### config.mk
export PLATFORM = sky130hd
export DESIGN_NAME = sdac_loader
export DESIGN_NICKNAME = d
export VERILOG_FILES = /design/src/rtl/sdac_pkg.sv /design/src/rtl/sdac_rst_sync.sv /design/src/rtl/sdac_sync.sv /design/src/rtl/sdac_edge.sv /design/src/rtl/sdac_rx.sv /design/src/rtl/sdac_hold.sv /design/src/rtl/sdac_loader.sv
export SDC_FILE = /design/constraint.sdc
export NUM_CORES = 1
export LEC_CHECK = 0
export CORE_UTILIZATION = 40
export CTS_CLUSTER_DIAMETER = 40
export DETAILED_ROUTE_END_ITERATION = 7
export HOLD_SLACK_MARGIN = 0.02
export PLACE_DENSITY = 0.73
export SLEW_MARGIN = 20
export SYNTH_ARGS = -nofsm -noshare
export SYNTH_HDL_FRONTEND = slang
export SYNTH_SLANG_ARGS = --single-unit
### constraint.sdc
create_clock -name clk -period 2.3 [get_ports clk]
set_input_delay 0.46 -clock clk [delete_from_list [all_inputs] [get_ports clk]]
set_output_delay 0.46 -clock clk [all_outputs]
set_load 0.01 [all_outputs]
### src/rtl/sdac_pkg.sv
package sdac_pkg;

  // Default geometry of the serial word and of the input synchronizers.
  localparam int unsigned WORD_W_DEF  = 10;
  localparam int unsigned SYNC_ST_DEF = 2;

  // Receiver control: armed accepts bits, locked waits for a select release.
  typedef enum logic {
    RX_ARMED  = 1'b0,
    RX_LOCKED = 1'b1
  } rx_state_e;

endpackage

### src/rtl/sdac_rst_sync.sv
module sdac_rst_sync #(
  parameter int unsigned STAGES = 2
) (
  input  logic clk,
  input  logic rst_n_i,
  output logic rst_n_o
);

  logic [STAGES-1:0] chain_q;

  // Asserts at once, releases after STAGES clock edges.
  always_ff @(posedge clk or negedge rst_n_i) begin
    if (!rst_n_i) begin
      chain_q <= '0;
    end else begin
      chain_q <= {chain_q[STAGES-2:0], 1'b1};
    end
  end

  assign rst_n_o = chain_q[STAGES-1];

endmodule

### src/rtl/sdac_sync.sv
module sdac_sync #(
  parameter int unsigned         W       = 1,
  parameter int unsigned         STAGES  = 2,
  parameter logic        [W-1:0] RST_VAL = '0
) (
  input  logic         clk,
  input  logic         rst_n,
  input  logic [W-1:0] d_i,
  output logic [W-1:0] q_o
);

  logic [W-1:0] stg_q [STAGES];

  for (genvar g = 0; g < STAGES; g++) begin : g_stage
    if (g == 0) begin : g_first
      always_ff @(posedge clk or negedge rst_n) begin
        if (!rst_n) stg_q[g] <= RST_VAL;
        else        stg_q[g] <= d_i;
      end
    end else begin : g_next
      always_ff @(posedge clk or negedge rst_n) begin
        if (!rst_n) stg_q[g] <= RST_VAL;
        else        stg_q[g] <= stg_q[g-1];
      end
    end
  end

  assign q_o = stg_q[STAGES-1];

endmodule

### src/rtl/sdac_edge.sv
module sdac_edge (
  input  logic clk,
  input  logic rst_n,
  input  logic lvl_i,
  output logic rise_o
);

  logic prev_q;

  // prev resets high so a line that is already high after reset is not
  // taken as a rising edge.
  always_ff @(posedge clk or negedge rst_n) begin
    if (!rst_n) prev_q <= 1'b1;
    else        prev_q <= lvl_i;
  end

  assign rise_o = lvl_i & ~prev_q;

endmodule

### src/rtl/sdac_rx.sv
module sdac_rx
  import sdac_pkg::*;
#(
  parameter int unsigned WORD_W = WORD_W_DEF,
  localparam int unsigned CNT_W = $clog2(WORD_W)
) (
  input  logic              clk,
  input  logic              rst_n,
  input  logic              sel_n_i,
  input  logic              rise_i,
  input  logic              dat_i,
  output logic              load_o,
  output logic [WORD_W-1:0] word_o
);

  localparam logic [CNT_W-1:0] LAST_BIT = CNT_W'(WORD_W - 1);

  rx_state_e         state_q, state_n;
  logic [CNT_W-1:0]  cnt_q,   cnt_n;
  logic [WORD_W-2:0] sh_q,    sh_n;
  logic              sh_en;

  // Next-state logic. A high select has priority over everything else.
  always_comb begin
    state_n = state_q;
    cnt_n   = cnt_q;
    sh_n    = sh_q;
    sh_en   = 1'b0;
    load_o  = 1'b0;
    if (sel_n_i) begin
      state_n = RX_ARMED;
      cnt_n   = '0;
    end else if (state_q == RX_ARMED && rise_i) begin
      if (cnt_q == LAST_BIT) begin
        load_o  = 1'b1;
        cnt_n   = '0;
        state_n = RX_LOCKED;
      end else begin
        sh_en = 1'b1;
        sh_n  = {dat_i, sh_q[WORD_W-2:1]};
        cnt_n = cnt_q + 1'b1;
      end
    end
  end

  // The completed word takes the last bit straight from the data line.
  assign word_o = {dat_i, sh_q};

  always_ff @(posedge clk or negedge rst_n) begin
    if (!rst_n) begin
      state_q <= RX_ARMED;
      cnt_q   <= '0;
    end else begin
      state_q <= state_n;
      cnt_q   <= cnt_n;
    end
  end

  // Data path register: no reset, written only when a bit is shifted in.
  always_ff @(posedge clk) begin
    if (sh_en) sh_q <= sh_n;
  end

endmodule

### src/rtl/sdac_hold.sv
module sdac_hold #(
  parameter int unsigned WORD_W = sdac_pkg::WORD_W_DEF
) (
  input  logic              clk,
  input  logic              rst_n,
  input  logic              load_i,
  input  logic [WORD_W-1:0] word_i,
  output logic [WORD_W-1:0] code_o,
  output logic [WORD_W-1:0] obin_o,
  output logic              upd_o
);

  logic [WORD_W-1:0] code_q, code_n;
  logic              upd_q;

  always_comb begin
    code_n = code_q;
    if (load_i) code_n = word_i;
  end

  always_ff @(posedge clk or negedge rst_n) begin
    if (!rst_n) begin
      code_q <= '0;
      upd_q  <= 1'b0;
    end else begin
      code_q <= code_n;
      upd_q  <= load_i;
    end
  end

  assign code_o = code_q;
  assign upd_o  = upd_q;
  // Two's complement to offset binary: flip the sign bit.
  assign obin_o = {~code_q[WORD_W-1], code_q[WORD_W-2:0]};

endmodule

### src/rtl/sdac_loader.sv
module sdac_loader #(
  parameter int unsigned WORD_W  = sdac_pkg::WORD_W_DEF,
  parameter int unsigned SYNC_ST = sdac_pkg::SYNC_ST_DEF
) (
  input  logic              clk,
  input  logic              rst_n,
  input  logic              load_n,
  input  logic              ser_clk,
  input  logic              ser_dat,
  input  logic              pwrdn_req,
  output logic [WORD_W-1:0] code_o,
  output logic [WORD_W-1:0] obin_o,
  output logic              upd_o,
  output logic              pwrdn_o
);

  localparam int unsigned SER_W = 3;

  logic              rst_n_s;
  logic [SER_W-1:0]  ser_s;
  logic              sel_n_s, sclk_s, sdat_s;
  logic              rise_w;
  logic              load_w;
  logic [WORD_W-1:0] word_w;

  sdac_rst_sync #(.STAGES(SYNC_ST)) u_rst (
    .clk     (clk),
    .rst_n_i (rst_n),
    .rst_n_o (rst_n_s)
  );

  // Select, clock and data share one synchronizer so they stay aligned.
  sdac_sync #(.W(SER_W), .STAGES(SYNC_ST), .RST_VAL(3'b100)) u_ser_sync (
    .clk   (clk),
    .rst_n (rst_n_s),
    .d_i   ({load_n, ser_clk, ser_dat}),
    .q_o   (ser_s)
  );

  assign sel_n_s = ser_s[2];
  assign sclk_s  = ser_s[1];
  assign sdat_s  = ser_s[0];

  sdac_sync #(.W(1), .STAGES(SYNC_ST), .RST_VAL(1'b0)) u_pd_sync (
    .clk   (clk),
    .rst_n (rst_n_s),
    .d_i   (pwrdn_req),
    .q_o   (pwrdn_o)
  );

  sdac_edge u_edge (
    .clk    (clk),
    .rst_n  (rst_n_s),
    .lvl_i  (sclk_s),
    .rise_o (rise_w)
  );

  sdac_rx #(.WORD_W(WORD_W)) u_rx (
    .clk     (clk),
    .rst_n   (rst_n_s),
    .sel_n_i (sel_n_s),
    .rise_i  (rise_w),
    .dat_i   (sdat_s),
    .load_o  (load_w),
    .word_o  (word_w)
  );

  sdac_hold #(.WORD_W(WORD_W)) u_hold (
    .clk    (clk),
    .rst_n  (rst_n_s),
    .load_i (load_w),
    .word_i (word_w),
    .code_o (code_o),
    .obin_o (obin_o),
    .upd_o  (upd_o)
  );

endmodule

Yosys cells after proc, flatten, opt, wreduce, memory -nomap -nowiden

Index checks and enable logic that the tools add are counted.

Register bits after elaboration: 36
Bits in latches: 0
RAM bits: 0
Memory bits (read-only): 0
Bits of input ports: 6
Output and inout port bits: 22
Logic and storage cells: 36
Memories: 0

$add $sub $neg: 1
Multipliers: 0
Divide/modulo/power cells: 0
$lt $le $gt $ge: 0
Equality and inequality tests: 1
Shift-type cells: 0
Multiplexer cells: 12
Bitwise operators: 6
Reduce and logical (&&, ||, !) cells: 5

Operators by type and width:

| operator                                                       | number |
|---|---|
| 4-bit 2-to-1 mux                                               | 3 |
| 1-bit 2-to-1 mux                                               | 9 |
| 1-bit inverter                                                 | 5 |
| 4-bit by 1-bit adder with 4-bit output (second input constant) | 1 |
| 4-bit equality test (second input constant)                    | 1 |
| 4-bit AND reduction                                            | 1 |
| 2-bit nonzero test                                             | 2 |
| 2-bit AND reduction                                            | 1 |
| 1-bit AND                                                      | 1 |
| 1-bit logical AND                                              | 1 |

Depth between registers and ports, before layout

Gate-level depths: netlist (run 1).

Depth after elaboration: 6
Gate-level depth with buffers: 6
Mapped depth without buffers: 5

Cells and area by module

From an unflattened synthesis (run 1), not the netlist that was laid out.

Cell total of the unflattened synthesis: 88
Area, all modules: 1380.1 µm²

Modules (own cells, without submodules):

| module                  | times used | cells each | area each (µm²) | sequential area each (µm²) |
|---|---|---|---|---|
| sdac_rx                 | 1          | 40         | 553.0           | 395.4 |
| sdac_hold               | 1          | 32         | 508.0           | 275.3 |
| sdac_sync at u_ser_sync | 1          | 9          | 175.2           | 152.6 |
| sdac_rst_sync           | 1          | 3          | 53.8            | 50.0 |
| sdac_sync at u_pd_sync  | 1          | 2          | 50.0            | 50.0 |
| sdac_edge               | 1          | 2          | 40.0            | 26.3 |

Worst setup path after synthesis (run 1)

OpenSTA, ideal clock, no wires.

Path type: flip-flop to flip-flop
From: register u_rx.state_q
To: register u_hold.code_q[1] (netlist: u_hold.code_o[1])
Setup time: 0.125 ns
Data arrival time: 1.543 ns
Data required time: 2.175 ns
Setup slack: 0.632 ns
Cell stages (with the launch flop): 5
Buffers on the path: 1
Clock period less this slack: 1.668 ns
Cells stage by stage: dfrtp_1 -> or3b_4 -> or3_4 -> buf_6 -> mux2_4

Word-level cells in the longest chain between the ends: 4

RTL lines:

| item                   | RTL line        | RTL |
|---|---|---|
| from (decl)            | sdac_rx.sv:18   | `rx_state_e state_q, state_n;` |
| from (signal assigned) | sdac_rx.sv:54   | `state_q <= state_n;` |
| 1-bit inverter         | sdac_rx.sv:33   | `end else if (state_q == RX_ARMED && rise_i) begin` |
| 1-bit logical AND      | sdac_rx.sv:33   |  |
| 1-bit 2-to-1 mux       | sdac_rx.sv:33   |  |
| 1-bit 2-to-1 mux       | sdac_rx.sv:30   | `if (sel_n_i) begin` |
| to (signal assigned)   | sdac_hold.sv:26 | `code_q <= code_n;` |
| to (decl)              | sdac_hold.sv:13 | `logic [WORD_W-1:0] code_q, code_n;` |

No other way between the ends.
A chain may end at the register's enable or synchronous reset.

Worst setup path after layout (run 1)

From: register u_hold.code_q[9] (netlist: u_hold.code_o[9])
To: output port obin_o[9]

Word-level cells in the longest chain between the ends: 1

RTL lines:

| item           | RTL line          | RTL |
|---|---|---|
| 1-bit inverter | sdac_hold.sv:34   | `assign obin_o = {~code_q[WORD_W-1], code_q[WORD_W-2:0]};` |
| to (decl)      | sdac_loader.sv:12 | `output logic [WORD_W-1:0] obin_o,` |

No other way between the ends.

==> flow_summary.yaml, run 1 <==
cells_and_area:
  n_antenna_cell: 0
  layout-area-overhead-vs-synth_pct: 22.4
  final_design_area_no_fill_mm2: 0.00167
  design.final.nets: 117
  mostFrequentLayoutCells: "sky130_fd_sc_hd__clkdlybuf4s50_1, sky130_fd_sc_hd__dfrtp_1, sky130_fd_sc_hd__mux2_4, sky130_fd_sc_hd__edfxtp_1, sky130_fd_sc_hd__clkbuf_4"
  nFillCells: 279
  layout-drive-gt1-share_pct: 22.7
  mostFrequentLayoutCell: "sky130_fd_sc_hd__clkdlybuf4s50_1"
drt:
  detail-route-antenna-nets: 0
  detail_route.vias_per_cell: 4.77
  route.final.wire_length_um: 1970
  wire_length_per_cell_um: 12.8
  drc_errors: 0
  detailedRoute.firstPassIterationCount: 4
  drt_iter0_markers: 10
  routed-via-count: 734
placed_design:
  place_congestion: 0.747
  place.port_buffers: 27
  placement.cell_area_mm2: 0.00161
  placement.setup.worst_slack_ps: 552
  detailed_place_hpwl_um: 1400
die:
  design.portCount: 28
  design.core.area_mm2: 0.00313
  initial_utilization_pct: 43.5
  dieArea_mm2: 0.00364
  chipWidth_um: 60.3
  chipHeight_um: 60.3
  placementRows: 20
sta:
  fin_hold_ws_ps: 241
  setup_viol_count_final: 0
  fmax_mhz: 557
  max_slew_margin_pct: 64.7
  final_number_of_hold_violating_endpoints: 0
  grt_setup_unrepaired: "false"
  final.min_clock_period_ps: 1800
  worstMarginPinSlew_ps: 530
  final.setup.worst_slack_ps: 504
  finalCritPeriodShare_pct: 78.1
  timing.setup.tns_ps: 0
  count_of_pins_over_their_slew_limit: 0
  clock-skew-final_ps: 13.0
clocking:
  clk_latency_ps: 340
  clk_transition_reported_paths_ps: 110
  cts_sinks: 36
  tritoncts: "done"
  post_cts.resized_instances: 0
  cts-hold-fix-buffers: 0
  cts_setup_buffers: 0
  cts.path.max_buffers: 2
  cts_inserted_buffers: 5
  clock_tree.htree_level_count: 2
  clk_root_buffer_cell: "sky130_fd_sc_hd__clkbuf_4"
hold_path:
  min-delay-path-class: "register to asynchronous set/reset pin"
grt:
  met3_usage_pct: 6.61
  grt_usage_pct: 13.1
  gr-usage-met1_pct: 15.4
  grt_first_pass_wirelength_um: 3320
  number_of_global_route_vias_before_repair: 745
  grt_util_met2_pct: 20.7
  globalRoute.busiestLayer: "met2"
  grt_start_max_net_pins: 26
  antenna_found_initial: 0
  globalRouteOverflowTotal: 0
synthesis:
  synth_compound_gate_area_share_pct: 3.03
  count_of_yosys_warnings_during_synthesis: 0
  avgSynthCellArea_um2: 16.0
  synth_nets: 93
  synth_xor_area_share_pct: 0
  synth_cells: 85
  synth-simple-area-share_pct: 7.17
  post_synth_mux_area_share_pct: 10.8
  synth.distinct_cells: 26
  synth_top_family_by_area: "multiplexers"
  synth-async-reset-ratio_pct: 75.0
  ys.flop_type: "sky130_fd_sc_hd__dfrtp_1"
  synth_edf_count: 9
  synth-seq-cells: 36
  synth.cell_area_mm2: 0.00136
  seq_area_frac_synth_pct: 69.8
  synth-adder-area-share_pct: 1.84
worst_setup_path:
  cp.arrival_ps: 1340
  start_kind: "register"
  critPathCaptureType: "output pin"
  worstSetupPathType: "register to output pin"
  critical_path.max_stage_delay_ps: 520
  slowest_stage: "sky130_fd_sc_hd__clkdlybuf4s50_1"
  worstPathMaxFanout: 3
  cp.required_ps: 1840
  cp_cell_sequence: "inv_1 > clkdlybuf4s50_1"
power:
  p_total_mw: 1.03
  vdd_ir_drop_max_mv: 0.419
  p_leak_nw: 0.712
  power_density_mw_per_mm2: 621
outcome:
  result_of_the_run: "completed"
job:
  timing.max_cap.violations: 0
==> sequential cells by signal, summed over array words and instances, names as in the netlist <==
signal	count
u_hold.code_o	10
u_rx.sh_q	9
u_rx.cnt_q	4
u_ser_sync.q_o	3
u_ser_sync.stg_q	3
u_rst.chain_q	2
u_edge.prev_q	1
u_hold.upd_o	1
u_pd_sync.q_o	1
u_pd_sync.stg_q	1
u_rx.state_q	1
==> kinds of logic (layout without fill, tap and decap cells) <==
group,Yosys count,in the layout
adders and majority gates,2,2
other,1,1
AOI/OAI and AO/OA,6,6
buffers and inverters,15,40
muxes,10,10
DFF,36,36
and+or+nand+nor,15,15
==> where the power goes <==
| part | total [mW] | switching [mW] | internal [mW] |
|---|---|---|---|
| Clock | 0.319 | 0.201 | 0.118 |
| Combinational | 0.0260 | 0.0104 | 0.0156 |
| Sequential | 0.690 | 0.0173 | 0.672 |
==> path summary, 6_finish.rpt <==
check                                          to  cells after the start  slack [ps]           startpoint
worst max-delay path                    obin_o[9]                      2         500     u_hold.code_o[9]
worst min-delay path             u_hold.code_o[6]                      0         240     u_rst.chain_q[1]
worst max register to register   u_hold.code_o[7]                      5         530        u_rx.cnt_q[1]
worst min register to register   u_hold.code_o[6]                      0         240     u_rst.chain_q[1]
max in group asynchronous           u_edge.prev_q                      0        1680     u_rst.chain_q[1]
min in group clk                u_ser_sync.q_o[0]                      0         360  u_ser_sync.stg_q[3]
==> cell usage after synthesis, drive strengths merged, types with 2 or more instances <==
master  number  share of area (%)
dfstp        3                5.8
or3          3                1.7
buf         10                5.8
dfrtp       24                 44
nand2        2               0.55
nand3b       2                1.1
nand3        2               0.74
nor2         2               0.55
o31ai        2                1.1
edfxtp       9                 20
ha           2                1.8
mux2        10                 11
inv          4                1.1
==> worst max-delay path, delay by kind of cell (launching register included) <==
kind,cells,cell delay (ps)
buffers and inverters,2,590
DFF,1,420
==> area by class of cell <==
type                    instances  area [um^2]  share of cell area, %
multi-input cells              34          314                   18.8
repair buffers                 28          278                   16.7
clock buffers                   6         41.3                   2.48
well taps                      44         55.1                   3.30
clock inverters                 2         12.5                  0.751
inverters                       4         15.0                  0.901
flip-flops and latches         36          951                   57.1
==> metal layers <==
metal / vias up / routed length (um)
met2: 30 / 913
met1: 369 / 868
met5: - / 0
met4: 0 / 33
met3: 5 / 159
li1: 330 / -
==> through the flow <==
stage          cells  utilization (%)
3_5_place_dp     146             51.5
2_1_floorplan     85                -
3_3_place_gp     146             51.5
6_report         154             53.3
5_1_grt          154             53.3
4_1_cts          154             53.2
Power figures use the tool's default switching activity.
==> inputs of run 2 (changes only) <==
Settings changed: PLACE_DENSITY 0.73 to 0.75.
Clock period 2.3 ns to 1.65 ns, I/O delays scaled along.
==> run 2 against run 1 <==
Critical path depth rose by 3. Wire length grew 21%. Largest power group unchanged. The run now ends with setup timing left. Sequential share of layout area down 5.2 points. Via count rose by 4.8%. Utilization up 5.3 points.
==> flow_summary.yaml, run 2 (same netlist as run 1, synthesis figures left out) <==
power:
  p_leak_nw: 1.04
  vdd_ir_drop_max_mv: 0.572
  power_density_mw_per_mm2: 797
clocking:
  clk_latency_ps: 340
  clk_root_buffer_cell: "sky130_fd_sc_hd__clkbuf_4"
  cts.path.max_buffers: 2
  cts_sinks: 36
  tritoncts: "done"
  clock_tree.htree_level_count: 2
  cts_inserted_buffers: 5
  clk_transition_reported_paths_ps: 100
  cts-hold-fix-buffers: 0
drt:
  detail_route.vias_per_cell: 4.63
  route.final.wire_length_um: 2390
  detail-route-antenna-nets: 0
  detailedRoute.firstPassIterationCount: 2
  routed-via-count: 769
  drt_iter0_markers: 11
  wire_length_per_cell_um: 14.4
  drc_errors: 0
cells_and_area:
  largest_reg_flops: 10
  n_antenna_cell: 0
  nFillCells: 256
  multi_input_area_um2: 358
  mostFrequentLayoutCell: "sky130_fd_sc_hd__dfrtp_1"
  final_design_area_no_fill_mm2: 0.00183
  design.final.nets: 129
  mostFrequentLayoutCells: "sky130_fd_sc_hd__dfrtp_1, sky130_fd_sc_hd__dlymetal6s2s_1, sky130_fd_sc_hd__clkdlybuf4s50_1"
  register_area_um2: 950
  layout-drive-gt1-share_pct: 32.8
  layout-area-overhead-vs-synth_pct: 34.6
placed_design:
  placement.cell_area_mm2: 0.00166
  place_congestion: 0.651
  detailed_place_hpwl_um: 1590
  placement.setup.worst_slack_ps: -90.9
  place.port_buffers: 27
worst_setup_path:
  critical_path.max_stage_delay_ps: 460
  cp_cell_sequence: "inv_2 > ha_4 > nand3b_1 > or3_4 > mux2_4"
  cp.required_ps: 1880
  cp.arrival_ps: 1920
  worstSetupPathType: "register to register"
  reg2reg_depth: 5
  path_buf_inv: 1
  critPathCaptureType: "register"
  worstPathMaxFanout: 6
  slowest_stage: "sky130_fd_sc_hd__or3_4"
  cpLargestDelayFamily: "simple AND/OR/NAND/NOR gates"
  start_kind: "register"
  path_depth: 5
sta:
  final.min_clock_period_ps: 1690
  finalCritPeriodShare_pct: 103
  fmax_mhz: 590
  final_number_of_hold_violating_endpoints: 0
  grt_setup_unrepaired: "true"
  count_of_pins_over_their_slew_limit: 0
  final.setup.worst_slack_ps: -44.8
  setup_viol_count_final: 9
  clock-skew-final_ps: 8.69
outcome:
  violations: "setup timing"
  result_of_the_run: "complete, but fails checks"
die:
  dieArea_mm2: 0.00364
  chipWidth_um: 60.3
  chipHeight_um: 60.3
  placementRows: 20
  design.portCount: 28
  design.core.area_mm2: 0.00313
  initial_utilization_pct: 43.5
grt:
  number_of_global_route_vias_before_repair: 792
  grt_start_max_net_pins: 15
  antenna_found_initial: 0
  grt_usage_pct: 14.9
  grt_first_pass_wirelength_um: 3660
  globalRouteOverflowTotal: 0
hold_path:
  min-delay-path-class: "primary input to asynchronous set/reset pin"
job:
  timing.max_cap.violations: 0
==> run 2: area by class of cell <==
cell class	instances	area share (%)
multi-input combinational	35	19.5
clock inverter	2	0.615
tap	44	3.01
inverter	4	0.820
timing repair buffer	39	21.9
sequential	36	51.8
clock buffer	6	2.25
==> run 2: path summary, 6_finish.rpt <==
check                               startpoint           endpoint  slack (ps)
hold reg to reg               u_rst.chain_q[1]   u_hold.code_o[7]         200
hold / removal                           rst_n   u_rst.chain_q[0]         140
setup reg to reg                 u_rx.cnt_q[1]   u_hold.code_o[1]         -40
max in group asynchronous     u_rst.chain_q[1]  u_ser_sync.q_o[2]         820
min in group clk           u_ser_sync.stg_q[4]  u_ser_sync.q_o[1]         360
setup / recovery                 u_rx.cnt_q[1]   u_hold.code_o[1]         -40
==> run 2: per-stage QoR <==
stage                     instances  total power, mW  TNS [ps]  hold WS [ps]  util [%]
after floorplan                  85            0.989      -161          34.4         -
after global placement          152             1.02         0           193      53.0
after detailed placement        152             1.03      -794           208      53.0
after CTS                       163             1.46      -167           134      55.4
after global routing            166             1.53     -1080           121      58.6
final                           166             1.46      -271           136      58.6
==> run 2: metal layers <==
| layer | track usage [%] | up-vias | routed length [um] |
|---|---|---|---|
| met5 | 0 | - | 0 |
| met4 | 4.98 | 0 | 12 |
| met3 | 7.89 | 3 | 166 |
| met2 | 25.6 | 28 | 1250 |
| met1 | 15.7 | 382 | 953 |
| li1 | - | 356 | - |
==> run 2: timing repair <==
action	4_1_cts	5_1_grt
hold endpoints to repair	0	0
setup endpoints to repair	13	35
buffers inserted	2	2
gates cloned	1	1
resized for setup	3	26
pin swaps	1	2
==> run 2: where the power goes <==
part / total (mW) / switching [mW] / internal, mW
combinational: 0.0655 / 0.0282 / 0.0373
clock: 0.438 / 0.276 / 0.162
sequential: 0.956 / 0.0192 / 0.937
total: 1.46 / 0.323 / 1.14
==> run 2: worst reg2reg max path, stage by stage (launching register included) <==
cell	delay, ps
sky130_fd_sc_hd__dfrtp_1	400
sky130_fd_sc_hd__inv_2	80
sky130_fd_sc_hd__ha_4	130
sky130_fd_sc_hd__nand3b_1	190
sky130_fd_sc_hd__or3_4	460
sky130_fd_sc_hd__mux2_4	320
